<file path="config.mk">
export PLATFORM = sky130hd
export DESIGN_NAME = elastic_buf2
export DESIGN_NICKNAME = d
export VERILOG_FILES = /design/src/rtl/elastic_buf2_pkg.sv /design/src/rtl/eb_slot.sv /design/src/rtl/eb_ctrl.sv /design/src/rtl/elastic_buf2.sv
export SDC_FILE = /design/constraint.sdc
export NUM_CORES = 1
export LEC_CHECK = 0
export BUFFER_PORTS_ARGS = -buffer_cell sky130_fd_sc_hd__buf_4
export CORE_MARGIN = 2
export CORE_UTILIZATION = 40
export CTS_CLUSTER_SIZE = 24
export DETAILED_ROUTE_END_ITERATION = 10
export GPL_TIMING_DRIVEN = 0
export HOLD_SLACK_MARGIN = 0.08
export PLACE_DENSITY = 0.73
export SLEW_MARGIN = 20
export SYNTH_ARGS = -nofsm -noshare
export SYNTH_HDL_FRONTEND = slang
export SYNTH_HIERARCHICAL = 1
export SYNTH_SLANG_ARGS = --single-unit
</file>
<file path="constraint.sdc">
create_clock -name clk_i -period 1.6 [get_ports clk_i]
set_input_delay 0.32 -clock clk_i [delete_from_list [all_inputs] [get_ports clk_i]]
set_output_delay 0.32 -clock clk_i [all_outputs]
set_load 0.02 [all_outputs]
</file>
<file path="src/rtl/elastic_buf2_pkg.sv">
package elastic_buf2_pkg;
  typedef enum logic [1:0] {
    OCC_EMPTY = 2'd0,
    OCC_ONE   = 2'd1,
    OCC_TWO   = 2'd2
  } occ_e;
endpackage

</file>
<file path="src/rtl/eb_slot.sv">
module eb_slot #(
  parameter int          W    = 16,
  parameter logic [W-1:0] INIT = '0
) (
  input  logic         clk_i,
  input  logic         rst_ni,
  input  logic         load_i,
  input  logic [W-1:0] d_i,
  output logic [W-1:0] q_o
);
  always_ff @(posedge clk_i or negedge rst_ni) begin
    if (!rst_ni)     q_o <= INIT;
    else if (load_i) q_o <= d_i;
  end
endmodule

</file>
<file path="src/rtl/eb_ctrl.sv">
module eb_ctrl
  import elastic_buf2_pkg::*;
#(
  parameter bit INIT_TOKEN = 1'b1
) (
  input  logic clk_i,
  input  logic rst_ni,
  input  logic valid_i,
  input  logic stop_i,
  output logic load_main_o,
  output logic load_aux_o,
  output logic main_from_aux_o,
  output logic valid_o,
  output logic stop_o
);
  localparam occ_e OCC_RST = INIT_TOKEN ? OCC_ONE : OCC_EMPTY;

  occ_e occ_q, occ_d;
  logic full_q;
  logic in_fire, out_fire;

  assign valid_o  = (occ_q != OCC_EMPTY);
  assign stop_o   = full_q;
  assign in_fire  = valid_i && !full_q;
  assign out_fire = valid_o && !stop_i;

  always_comb begin
    occ_d           = occ_q;
    load_main_o     = 1'b0;
    load_aux_o      = 1'b0;
    main_from_aux_o = 1'b0;
    unique case (occ_q)
      OCC_EMPTY: if (in_fire) begin
        load_main_o = 1'b1;
        occ_d       = OCC_ONE;
      end
      OCC_ONE: begin
        if (in_fire && out_fire) begin
          load_main_o = 1'b1;
        end else if (in_fire) begin
          // output stalled: in-flight word parks in aux
          load_aux_o = 1'b1;
          occ_d      = OCC_TWO;
        end else if (out_fire) begin
          occ_d = OCC_EMPTY;
        end
      end
      OCC_TWO: if (out_fire) begin
        load_main_o     = 1'b1;
        main_from_aux_o = 1'b1;
        occ_d           = OCC_ONE;
      end
      default: occ_d = OCC_EMPTY;
    endcase
  end

  always_ff @(posedge clk_i or negedge rst_ni) begin
    if (!rst_ni) begin
      occ_q  <= OCC_RST;
      full_q <= 1'b0;
    end else begin
      occ_q  <= occ_d;
      full_q <= (occ_d == OCC_TWO);
    end
  end
endmodule

</file>
<file path="src/rtl/elastic_buf2.sv">
module elastic_buf2 #(
  parameter int               DATA_W     = 16,
  parameter bit               INIT_TOKEN = 1'b1,
  parameter logic [DATA_W-1:0] INIT_DATA = '0
) (
  input  logic              clk_i,
  input  logic              rst_ni,
  input  logic              valid_i,
  input  logic [DATA_W-1:0] data_i,
  output logic              stop_o,
  output logic              valid_o,
  output logic [DATA_W-1:0] data_o,
  input  logic              stop_i
);
  localparam logic [DATA_W-1:0] MAIN_RST = INIT_TOKEN ? INIT_DATA : '0;

  logic              load_main, load_aux, main_from_aux;
  logic [DATA_W-1:0] aux_q, main_d;

  eb_ctrl #(.INIT_TOKEN(INIT_TOKEN)) u_ctrl (
    .clk_i           (clk_i),
    .rst_ni          (rst_ni),
    .valid_i         (valid_i),
    .stop_i          (stop_i),
    .load_main_o     (load_main),
    .load_aux_o      (load_aux),
    .main_from_aux_o (main_from_aux),
    .valid_o         (valid_o),
    .stop_o          (stop_o)
  );

  assign main_d = main_from_aux ? aux_q : data_i;

  eb_slot #(.W(DATA_W), .INIT(MAIN_RST)) u_main (
    .clk_i  (clk_i),
    .rst_ni (rst_ni),
    .load_i (load_main),
    .d_i    (main_d),
    .q_o    (data_o)
  );

  eb_slot #(.W(DATA_W), .INIT('0)) u_aux (
    .clk_i  (clk_i),
    .rst_ni (rst_ni),
    .load_i (load_aux),
    .d_i    (data_i),
    .q_o    (aux_q)
  );
endmodule

</file>
==> impl_metrics.py, run 1 <==
metrics = {
    "place": {
        "dpl_cell_area_sq_um": 2064,
        "dp_hpwl_mm": 2.096,
        "placedCellCount": 191,
        "place.gp.congestion": 0.6807,
        "io_buffers": 37,
    },
    "worst_hold_path": {
        "hold_class": "primary input to flop",
    },
    "timing": {
        "slew_violations": 0,
        "fmax_ghz": 0.6221,
        "relSlewSlack_pct": 70.60,
        "tns_ns": -0.01715,
        "fin_crit_ns": 1.608,
        "rsz0062_at_grt": "true",
        "fin_crit_sh_pct": 100.5,
        "tightest_slew_ns": 0.4410,
        "hold_viol_final": 0,
        "layout_setup_ws_ns": -0.007578,
        "finClkSkew_ns": 0.003823,
        "finalSetupViolCount": 5,
    },
    "synthesis": {
        "synth.avg_cell_area_sq_um": 16.58,
        "yosys_warnings": 6,
        "synthCells": 104,
        "synth_seq_cells": 35,
        "synth.area.top_cells": "dfrtp_1 (49%), mux2_4 (26%), mux2_2 (12%)",
        "netlist.top_cell.by_area": "dfrtp_1",
        "yosysSeqAreaShare_pct": 50.87,
        "synth_area_sq_um": 1724,
        "synth_top_area_share_pct": 49.35,
        "syn_nets": 124,
        "synth_cell_type_count": 18,
    },
    "clocking": {
        "cts_tree": "done",
        "clockBufferDepth": 2,
        "cts_htree_levels": 2,
        "clk_latency_ns": 0.29,
        "clock_tree.root_cell": "clkbuf_8",
        "numClockSinks": 35,
        "cts_buffers": 5,
        "path_clk_slew_ns": 0.07,
    },
    "routing": {
        "wl_mm": 3.271,
        "route.detailed.drc": 0,
        "drt.antenna.violating_nets": 0,
        "via_per_inst": 5.090,
        "drtIter0Drc": 34,
        "firstDrtPassIters": 4,
        "via_count": 1069,
        "wl_per_cell_microns": 15.58,
    },
    "layout": {
        "syn_to_final_growth_pct": 35.99,
        "fin_cells": 210,
        "stdcell_area_sq_um": 2345,
        "layout-drive-gt1-share_pct": 73.13,
        "final_common_cell": "buf_4",
        "fin_util_pct": 57.38,
        "final_nets": 179,
        "final_cell_mix": "buf_4 (43), dfrtp_1 (33), mux2_4 (32), mux2_2 (16), clkbuf_8 (6)",
        "n_antenna_cell": 0,
    },
    "power": {
        "switching_share_pct": 31.07,
        "peakVddDrop_uv": 917.3,
        "seqPwrFrac_pct": 36.2,
        "internal_power_uw": 3028,
        "p_per_area_nw_per_um2": 1874,
        "p_leak_uw": 0.001099,
        "comb_power_share_pct": 45.0,
        "netSwitchingPower_uw": 1365,
        "p_total_uw": 4393,
        "pwr-share-clk_pct": 18.8,
    },
    "status": {
        "violations": "negative setup slack",
        "run_status": "finished with violations",
    },
    "global_routing": {
        "grt_max_degree": 36,
        "grt_pass1_wl_mm": 5.375,
        "first_global_vias": 1098,
        "grtUsageTotal_pct": 14.41,
        "gr-total-overflow": 0,
        "antenna_found_initial": 0,
    },
    "worst_setup_path": {
        "path_cells": "buf_4 -> buf_4 -> nor3_4 -> buf_6 -> clkbuf_16 -> mux2_4",
        "startpoint_type": "flop",
        "cp_slowest_stage_delay_ns": 0.43,
        "crit_arrival_ns": 1.78,
        "crit_family": "buffers and inverters",
        "end_kind": "flop",
        "cp_max_fo": 5,
        "cp_common_cell": "buf_4",
        "slowest_stage": "dfrtp_2",
        "critPathKind": "flop to flop",
        "worstPathRequired_ns": 1.77,
        "path_buf_inv": 4,
    },
    "flow_run": {
        "maxCapViolCount": 0,
    },
    "die": {
        "die_w_microns": 69.66,
        "coreArea_sq_um": 4086,
        "rows": 23,
        "initial_core_util_pct": 42.19,
        "die_area_sq_um": 4852,
        "dieHeight_microns": 69.66,
        "ioPinCount": 38,
    },
}
-- routing by layer --
layer	track usage, %	wire (microns)	vias to the layer above
met4	4.487	54	0
met2	22.54	1570	51
li1	-	-	481
met3	6.395	251	8
met1	17.96	1394	529
met5	0	0	-
-- flip-flops by register name, summed over array words and instances (netlist names) --
register / cells
u_aux/q_o: 16
u_ctrl/stop_o: 1
u_main/q_o: 16
u_ctrl/occ_q: 2
-- cells in the mapped netlist (all sizes together) --
| library cell | instances |
|---|---|
| inv | 2 |
| buf | 6 |
| dfrtp | 34 |
| dfstp | 1 |
| nor4b | 1 |
| mux2 | 48 |
| nor3 | 1 |
| a31o | 2 |
| o21ai | 3 |
| nor2 | 1 |
| nand2 | 2 |
| a31oi | 1 |
| nand2b | 1 |
| nor3b | 1 |
-- power groups by stage --
stage                     clock [uW]  sequential (uW)  combinational (uW)
final                            824             1590                1980
after floorplan                    0             1810                 990
after detailed placement           0             1600                1800
after global placement             0             1570                1760
after CTS                        848             1590                1930
after global routing             888             1650                2090
-- through the flow --
step	hold slack, ns	worst slack, ns
floorplan	0.02441	-0.01006
global placement	0.2887	-0.07693
detailed placement	0.3005	-0.1236
CTS	0.2576	0.005525
global route	0.2588	-0.06819
finish	0.2689	-0.007578
-- cell families (layout without fill, tap and decap cells) --
| group | count (synthesis) | in the layout | synth area share (%) |
|---|---|---|---|
| multiplexers | 48 | 48 | 37.88 |
| buffers and inverters | 8 | 64 | 5.878 |
| flip-flops | 35 | 35 | 50.87 |
| AND/OR/NAND/NOR | 7 | 7 | 3.120 |
| AO/OA/AOI/OAI | 6 | 6 | 2.250 |
-- path summary, 6_finish.rpt --
path | from | end | slack, ns | depth (start not counted)
max in group asynchronous | rst_ni | u_ctrl/occ_q[0]$_DFF_PN1_ | 0.74 | 2
setup / recovery | u_ctrl/occ_q[1]$_DFF_PN0_ | u_aux/q_o[14]$_DFFE_PN0P_ | -0.008 | 6
min in group asynchronous | rst_ni | u_main/q_o[8]$_DFFE_PN0P_ | 0.52 | 2
setup reg to reg | u_ctrl/occ_q[1]$_DFF_PN0_ | u_aux/q_o[14]$_DFFE_PN0P_ | -0.008 | 6
hold reg to reg | u_aux/q_o[13]$_DFFE_PN0P_ | u_aux/q_o[13]$_DFFE_PN0P_ | 0.51 | 1
hold / removal | data_i[5] | u_aux/q_o[5]$_DFFE_PN0P_ | 0.27 | 2
-- area by class of cell --
class	instances	area, sq um
plain buffers	6	93.84
clock buffers	6	82.58
clock inverters	2	35.03
fillers	352	1742
inverters	2	7.507
multi-input cells	61	775.7
flip-flops and latches	35	878.3
well taps	50	62.56
repair buffers	48	409.1
-- timing repair --
item / 4_1_cts / 5_1_grt
pin swaps: 1 / 2
resized for setup: 4 / 4
cloned: 0 / 1
setup endpoints to repair: 23 / 28
buffers inserted: 8 / 1
hold buffers: 1 / 0
endpoints found under the hold margin: 34 / 0
(Power assumes the default switching activity.)
==> run 2, diff against run 1 <==
- CORE_ASPECT_RATIO: default -> 1.25
- REMOVE_ABC_BUFFERS: default -> 1
==> run 2 against run 1 <==
Net effect:
- the flow still finishes with violations (negative setup slack)
- sequential share of layout area is 0.34 points higher
- register-to-register slack got worse by 0.03 ns
- clock skew rose by 0.0013 ns
- count of clock-buffer cells in the layout rose by 2
- critical endpoint is now u_main/q_o[3]$_DFFE_PN0P_
- routed wire length grew 4.9%
- final area fell by 0.91%
- via count decreased by 4.1%
- maximum frequency fell by 1.9%
- critical path type unchanged
- final cell count rose by 1.4%
- clock power is 16% lower
- die area is essentially flat
==> impl_metrics.py, run 2 (synthesized netlist as in run 1, its figures left out) <==
metrics = {
    "status": {
        "run_status": "finished with violations",
        "violations": "negative setup slack",
    },
    "layout": {
        "syn_to_final_growth_pct": 34.76,
        "final_common_cell": "buf_4",
        "final_cell_mix": "buf_4 (41), mux2_4 (39), dfrtp_1 (33), mux2_2 (9), clkbuf_8 (7)",
        "layout-drive-gt1-share_pct": 73.25,
        "multi_input_area_sq_um": 828.3,
        "fin_util_pct": 56.24,
        "stdcell_area_sq_um": 2323,
        "seq_area_sq_um": 878.3,
        "final_nets": 176,
        "biggestRegsByFlops": "u_aux/q_o: 16 flops, u_main/q_o: 16 flops, u_ctrl/occ_q: 2 flops",
        "n_antenna_cell": 0,
        "filler_cell_count": 326,
    },
    "clocking": {
        "clockBufferDepth": 2,
        "numClockSinks": 35,
        "path_clk_slew_ns": 0.07,
        "cts_tree": "done",
        "cts_htree_levels": 2,
        "clock_tree.root_cell": "clkbuf_8",
        "cts_buffers": 5,
        "clk_latency_ns": 0.28,
    },
    "place": {
        "place.gp.congestion": 0.5904,
        "dp_hpwl_mm": 2.312,
        "io_buffers": 37,
        "dp_slack_ns": -0.7389,
        "dpl_cell_area_sq_um": 2036,
    },
    "die": {
        "dieHeight_microns": 77.41,
        "ioPinCount": 38,
        "die_area_sq_um": 4855,
        "initial_core_util_pct": 41.73,
        "rows": 26,
        "die_w_microns": 62.72,
        "coreArea_sq_um": 4131,
    },
    "timing": {
        "slew_violations": 0,
        "holdWs_ns": 0.2751,
        "hold_viol_final": 0,
        "layout_setup_ws_ns": -0.03873,
        "relSlewSlack_pct": 70.52,
        "finalSetupViolCount": 15,
        "fmax_ghz": 0.6102,
        "fin_crit_sh_pct": 102.4,
        "tightest_slew_ns": 0.4423,
        "finClkSkew_ns": 0.005086,
        "fin_crit_ns": 1.639,
        "rsz0062_at_grt": "true",
    },
    "global_routing": {
        "grtUsageTotal_pct": 14.95,
        "first_global_vias": 1130,
        "grt_max_degree": 36,
        "grt_pass1_wl_mm": 5.471,
        "gr-total-overflow": 0,
        "antenna_found_initial": 0,
    },
    "power": {
        "internal_power_uw": 2894,
        "switching_share_pct": 32.26,
        "p_leak_uw": 0.001097,
        "seqPwrFrac_pct": 37.8,
        "p_per_area_nw_per_um2": 1839,
        "pwr-share-clk_pct": 16.2,
        "peakVddDrop_uv": 618.4,
        "netSwitchingPower_uw": 1378,
        "comb_power_share_pct": 46.0,
    },
    "worst_setup_path": {
        "crit_start": "u_ctrl/occ_q[1]$_DFF_PN0_",
        "slowest_stage": "dfrtp_2",
        "end_kind": "flop",
        "path_buf_inv": 1,
        "startpoint_type": "flop",
        "crit_family": "simple AND/OR/NAND/NOR gates",
        "reg2reg_from": "u_ctrl/occ_q[1]$_DFF_PN0_",
        "worstPathRequired_ns": 1.77,
        "cp_slowest_stage_delay_ns": 0.45,
        "cp_max_fo": 8,
        "crit_arrival_ns": 1.81,
        "critPathKind": "flop to flop",
        "path_cells": "nor4b_4 -> nor2_4 -> o21ai_4 -> buf_8 -> mux2_4",
    },
    "routing": {
        "drtIter0Drc": 37,
        "firstDrtPassIters": 5,
        "route.detailed.drc": 0,
        "wl_mm": 3.432,
        "via_per_inst": 4.812,
        "drt.antenna.violating_nets": 0,
        "wl_per_cell_microns": 16.11,
        "via_count": 1025,
    },
    "worst_hold_path": {
        "hold_class": "primary input to flop",
        "worstHoldStart": "data_i[11]",
    },
    "flow_run": {
        "maxCapViolCount": 0,
    },
}
[run 2: cell types whose count changed in the layout (fill, tap and decap cells not counted), moves of 2 or more]
cell    before  now
mux2_2      16    9
mux2_4      32   39
buf_12       5    1
buf_8        0    3
buf_4       43   41
[run 2: stage by stage]
stage               instances  total power [uW]  setup TNS, ns
floorplan                  98              2707         -27.65
global placement          191              3249         -42.80
detailed placement        194              3369         -12.00
CTS                       212              4201        -0.1120
global route              213              4501        -0.8399
finish                    213              4272        -0.3525
[run 2: metal layers]
metal | track usage (%) | share of wire, %
met1 | 16.25 | 42
met2 | 26.45 | 52
met3 | 4.348 | 3.9
met4 | 7.333 | 2.1
met5 | 0 | 0
[run 2: final timing paths]
path                       depth (start not counted)                         to  slack (ns)
max                                                5  u_main/q_o[3]$_DFFE_PN0P_       -0.04
min                                                2  u_aux/q_o[11]$_DFFE_PN0P_        0.28
max reg2reg                                        5  u_main/q_o[3]$_DFFE_PN0P_       -0.04
min reg2reg                                        1   u_aux/q_o[0]$_DFFE_PN0P_        0.51
max in group asynchronous                          2  u_ctrl/occ_q[0]$_DFF_PN1_        0.74
min in group asynchronous                          2  u_main/q_o[9]$_DFFE_PN0P_        0.52
[run 2: timing repair]
item                                    4_1_cts  5_1_grt
endpoints found under the setup margin       26       23
setup buffers                                 9        1
pin swaps                                     1        1
hold endpoints to repair                     34        0
resized for setup                             8       14
cloned                                        0        0
hold buffers                                  1        0
[run 2: power groups by stage]
stage / sequential [uW] / combinational (uW) / clock, uW
2_1_floorplan: 1810 / 894 / 0
3_3_place_gp: 1580 / 1670 / 0
3_5_place_dp: 1620 / 1750 / 0
4_1_cts: 1610 / 1880 / 710
5_1_grt: 1670 / 2080 / 755
6_report: 1620 / 1960 / 692
[run 2: layout make-up]
cell class | count | area share (%)
flip-flops and latches | 35 | 37.80
multi-input cells | 61 | 35.65
repair buffers | 51 | 18.90
clock buffers | 8 | 4.308
well taps | 56 | 3.016
inverters | 2 | 0.3231
